$ cat config.mk
export PLATFORM = sky130hd
export DESIGN_NAME = apbdec_top
export DESIGN_NICKNAME = d
export VERILOG_FILES = /design/src/rtl/apbdec_pkg.sv /design/src/rtl/apbdec_match.sv /design/src/rtl/apbdec_prio.sv /design/src/rtl/apbdec_rmux.sv /design/src/rtl/apbdec_top.sv
export SDC_FILE = /design/constraint.sdc
export NUM_CORES = 1
export LEC_CHECK = 0
export CAP_MARGIN = 5
export CORE_AREA = 2 2 199 201
export DETAILED_ROUTE_END_ITERATION = 6
export DIE_AREA = 0 0 201 203
export PLACE_DENSITY = 0.49
export SLEW_MARGIN = 20
export SYNTH_ARGS = -nofsm -noshare
export SYNTH_HDL_FRONTEND = slang
export SYNTH_SLANG_ARGS = --single-unit
$ cat constraint.sdc
create_clock -name vclk -period 5.3
set_input_delay 0.53 -clock vclk [all_inputs]
set_output_delay 0.53 -clock vclk [all_outputs]
set_load 0.01 [all_outputs]
$ cat src/rtl/apbdec_pkg.sv
package apbdec_pkg;

    typedef enum logic [1:0] {
        PH_IDLE   = 2'd0,
        PH_SETUP  = 2'd1,
        PH_ACCESS = 2'd2
    } apb_phase_e;

    function automatic apb_phase_e phase_of(input logic sel, input logic en);
        if (!sel)    return PH_IDLE;
        else if (en) return PH_ACCESS;
        else         return PH_SETUP;
    endfunction

endpackage

$ cat src/rtl/apbdec_match.sv
module apbdec_match #(
    parameter int            AW   = 32,
    parameter logic [AW-1:0] BASE = '0,
    parameter logic [AW-1:0] SIZE = '0
) (
    input  logic [AW-1:0] addr,
    output logic          hit
);
    logic          above_base;
    logic [AW-1:0] offset;

    always_comb begin
        above_base = (addr >= BASE);
        offset     = addr - BASE;
        hit        = above_base && (offset < SIZE);
    end
endmodule

$ cat src/rtl/apbdec_prio.sv
module apbdec_prio #(
    parameter int N = 4
) (
    input  logic [N-1:0] hit,
    output logic [N-1:0] grant
);
    logic taken;

    always_comb begin
        grant = '0;
        taken = 1'b0;
        for (int i = 0; i < N; i++) begin
            if (hit[i] && !taken) begin
                grant[i] = 1'b1;
                taken    = 1'b1;
            end
        end
    end
endmodule

$ cat src/rtl/apbdec_rmux.sv
module apbdec_rmux #(
    parameter int N  = 4,
    parameter int DW = 32
) (
    input  logic [N-1:0]    grant,
    input  logic [N-1:0]    ready_in,
    input  logic [N-1:0]    err_in,
    input  logic [N*DW-1:0] data_in,
    output logic            any,
    output logic            ready,
    output logic            err,
    output logic [DW-1:0]   data
);
    always_comb begin
        any   = |grant;
        ready = |(grant & ready_in);
        err   = |(grant & err_in);
        data  = '0;
        for (int i = 0; i < N; i++) begin
            data = data | ({DW{grant[i]}} & data_in[i*DW +: DW]);
        end
    end
endmodule

$ cat src/rtl/apbdec_top.sv
module apbdec_top
    import apbdec_pkg::*;
#(
    parameter int              N     = 4,
    parameter int              AW    = 32,
    parameter int              DW    = 32,
    parameter logic [N*AW-1:0] BASES = {32'h0000_4000, 32'h0000_2000, 32'h0000_1000, 32'h0000_0000},
    parameter logic [N*AW-1:0] SIZES = {32'h0000_1000, 32'h0000_1000, 32'h0000_1000, 32'h0000_1000}
) (
    input  logic            pclk,
    input  logic            presetn,
    input  logic            s_psel,
    input  logic            s_penable,
    input  logic            s_pwrite,
    input  logic [AW-1:0]   s_paddr,
    input  logic [DW-1:0]   s_pwdata,
    output logic            s_pready,
    output logic            s_pslverr,
    output logic [DW-1:0]   s_prdata,
    output logic [N-1:0]    m_psel,
    output logic [N-1:0]    m_penable,
    output logic [N-1:0]    m_pwrite,
    output logic [N*AW-1:0] m_paddr,
    output logic [N*DW-1:0] m_pwdata,
    input  logic [N-1:0]    m_pready,
    input  logic [N-1:0]    m_pslverr,
    input  logic [N*DW-1:0] m_prdata
);
    typedef struct packed {
        logic          ready;
        logic          err;
        logic [DW-1:0] data;
    } host_rsp_t;

    logic [N-1:0]  hit, grant, wr_sel, rd_sel;
    logic          mux_any, mux_ready, mux_err;
    logic [DW-1:0] mux_data;
    apb_phase_e    phase;
    host_rsp_t     rsp_d;

    // Window compare, one per child
    for (genvar g = 0; g < N; g++) begin : g_win
        apbdec_match #(
            .AW  (AW),
            .BASE(BASES[g*AW +: AW]),
            .SIZE(SIZES[g*AW +: AW])
        ) u_match (
            .addr(s_paddr),
            .hit (hit[g])
        );
    end

    apbdec_prio #(.N(N)) u_prio (
        .hit  (hit),
        .grant(grant)
    );

    // Separate decoded selects per direction
    always_comb begin
        wr_sel = grant & {N{s_psel &  s_pwrite}};
        rd_sel = grant & {N{s_psel & ~s_pwrite}};
    end

    assign m_psel    = wr_sel | rd_sel;
    assign m_pwrite  = wr_sel;
    assign m_penable = {N{s_penable}};
    assign m_paddr   = {N{s_paddr}};
    assign m_pwdata  = {N{s_pwdata}};

    apbdec_rmux #(.N(N), .DW(DW)) u_rmux (
        .grant   (grant),
        .ready_in(m_pready),
        .err_in  (m_pslverr),
        .data_in (m_prdata),
        .any     (mux_any),
        .ready   (mux_ready),
        .err     (mux_err),
        .data    (mux_data)
    );

    // Host response: zero when idle, child when mapped, error-complete otherwise
    always_comb begin
        phase = phase_of(s_psel, s_penable);
        rsp_d = '0;
        if (phase != PH_IDLE) begin
            if (mux_any) begin
                rsp_d.ready = mux_ready;
                rsp_d.err   = mux_err;
                rsp_d.data  = mux_data;
            end else begin
                rsp_d.ready = 1'b1;
                rsp_d.err   = (phase == PH_ACCESS);
            end
        end
    end

    assign s_pready  = rsp_d.ready;
    assign s_pslverr = rsp_d.err;
    assign s_prdata  = rsp_d.data;

    // never more than one child selected
    a_r1_one_child: assert property (@(posedge pclk) disable iff (!presetn)
        $onehot0(m_psel));

    // a host read drives no child direction line
    a_r3_read_no_write: assert property (@(posedge pclk) disable iff (!presetn)
        (s_psel && !s_pwrite) |-> (m_pwrite == '0));

    // enable reaches every child
    a_r4_enable_fanout: assert property (@(posedge pclk) disable iff (!presetn)
        (m_penable == {N{s_penable}}));

    // unmapped access completes with error and zero data
    a_r7_unmapped: assert property (@(posedge pclk) disable iff (!presetn)
        (s_psel && s_penable && (m_psel == '0)) |-> (s_pready && s_pslverr && (s_prdata == '0)));

    // idle host bus gives an all-zero response
    a_r8_idle_zero: assert property (@(posedge pclk) disable iff (!presetn)
        !s_psel |-> (!s_pready && !s_pslverr && (s_prdata == '0) && (m_psel == '0)));

    // select held from setup into access
    a_r9_sel_steady: assert property (@(posedge pclk) disable iff (!presetn)
        ($past(s_psel && !s_penable) && s_psel && s_penable && $stable(s_paddr)) |-> $stable(m_psel));

    // host ready tracks the selected child
    for (genvar k = 0; k < N; k++) begin : g_chk
        a_r6_ready_follow: assert property (@(posedge pclk) disable iff (!presetn)
            m_psel[k] |-> ((s_pready == m_pready[k]) && (s_prdata == m_prdata[k*DW +: DW])));
    end
endmodule

==> flow_metrics.tcl <==
set metrics [dict create \
    die_x_um 201 \
    synth.largest_area_cell "buf_4" \
    vias 3365 \
    slew_headroom_pct 38.0 \
    fmax_mhz 199 \
    finalWirelength_um 16200 \
    synth_mux_area_share_pct 1.19 \
    row_count 72 \
    num-clock-buffers 0 \
    pre_cts_slack_ns 0.198 \
    outcome "complete, no violations" \
    peakVddDrop_v 0.0000210 \
    ios 507 \
    die_area_um2 40800 \
    synth-adder-area-share_pct 0.681 \
    overflow 0 \
    core_um2 38500 \
    powerDensity_nw_per_um2 50.8 \
    cts_hold_buffers 0 \
    finalNonFillerCells 1037 \
    synth_xor_area_share_pct 0.476 \
    fin_crit_ns 5.02 \
    wl_per_cell_um 15.6 \
    grt_max_degree 35 \
    yosys.area_share.simple_pct 17.3 \
    final_area_um2 5290 \
    p_leak_nw 1.54 \
    drcViolationCount 0 \
    synth_top_cell_area_share_pct 53.7 \
    startpoint_type "input pin" \
    cap_violations 0 \
    syn_to_final_growth_pct 43.8 \
    ff_latch_area_um2 0 \
    yosys-top-cells-count "buf_4 (263), nand2_1 (41), a222oi_1 (34), a21oi_2 (30), nor2_1 (10)" \
    yosysWarnings 0 \
    detail-route-antenna-nets 0 \
    gr-usage-all-layers_pct 7.09 \
    fill_cells 4438 \
    tns_ns 0 \
    initial_utilization_pct 9.56 \
    hold_class "in -> out" \
    antenna_found_initial 1 \
    ctsResizeCount 0 \
    syn_inst 491 \
    synth_top_family_by_area "buffers and inverters" \
    place_congestion 0.765 \
    post_cts_buffers 0 \
    syn_avg_cell_area_um2 7.49 \
    die-height_um 203 \
    synth.distinct_cells 60 \
    multiInputGateArea_um2 1580 \
    seq_cells 0 \
    finalCritPeriodShare_pct 94.7 \
    grt_pass1_vias 3378 \
    total_power_uw 269 \
    hpwl_um 13400 \
    drtIter0Drc 326 \
    drv_slew 0 \
    crit_fanout 18 \
    port_buffers 285 \
    viasPerCell 3.24 \
    yosysMostFrequentCell "buf_4" \
    yosysSeqAreaShare_pct 0 \
    end_kind "output pin" \
    synth_compound_area_share_pct 23.2 \
    fin_ws_ns 0.279 \
    nets 727 \
    post-place-cells 1036 \
    synthesis.area_um2 3680 \
    worstMarginPinSlew_ns 0.927 \
    synth_area_leaders "buf_4 (54%), a222oi_1 (9.3%), a21oi_2 (7.1%)" \
    critical_path_class "in -> out" \
    critPathRequiredTime_ns 4.77 \
    arrival_ns 4.49 \
    first_pass_iters 5 \
    hold_viol_final 0 \
    setup_viol 0 \
    synth_nets 698 \
    grt_pass1_wl_um 22100 \
    place_area_um2 5290 \
    rsz0062_at_grt "false" \
    drive_gt1_share_pct 14.7 \
]
[stage by stage]
stage                     hold slack [ns]  utilization, %
final                                1.06            13.7
after floorplan                      1.15               -
after detailed placement             1.06            13.7
after global routing                 1.06            13.7
after global placement               1.06            13.7
after CTS                            1.06            13.7
[worst max-delay path: stages]
cell             delay (ns)
clkdlybuf4s50_1        0.62
or4_4                  0.67
nor4_4                 0.20
mux2i_1                0.34
a221oi_4               0.10
or3_4                  0.45
o21ai_4                0.75
buf_4                  0.29
a21oi_2                0.04
clkdlybuf4s50_1        0.49
[metal layers]
metal  wire, µm  global-route usage [%]
met5         30                   0.595
met4        618                    2.78
met3       1670                    2.26
met2       7780                    12.3
met1       6120                    8.01
[cells by family after synthesis]
| group | after synthesis |
|---|---|
| buf+inv | 285 |
| mux | 4 |
| xor+xnor | 2 |
| simple gates | 106 |
| compound gates | 92 |
| fa+ha+maj | 2 |
[path summary, 6_finish.rpt]
check | startpoint | to | cells past startpoint
worst max-delay path | s_paddr[16] | s_prdata[31] | 10
worst min-delay path | s_pwdata[1] | m_pwdata[33] | 0
[cell type report]
cell class / count / share of cell area, %
Multi-Input combinational cell: 206 / 30.0
Inverter: 4 / 0.284
Tap cell: 518 / 12.3
Antenna cell: 1 / 0.0473
Timing Repair Buffer: 308 / 57.5
[power by group]
part / switching (mW) / total, mW / internal, mW
clock network: 0 / 0.0000000252 / 0.0000000252
logic: 0.0925 / 0.269 / 0.176
registers: 0 / 0 / 0
total: 0.0925 / 0.269 / 0.176
[layout by cell type, fill, tap and decap left out, types with 4 or more instances in the layout]
cell type / instances
inv_1: 4
or2_2: 4
clkdlybuf4s50_1: 285
a222oi_1: 34
nor2_1: 10
buf_4: 22
a21oi_1: 6
nor3_1: 6
a21oi_2: 30
nand2_1: 41
and3_1: 5
(Power assumes the default switching activity.)
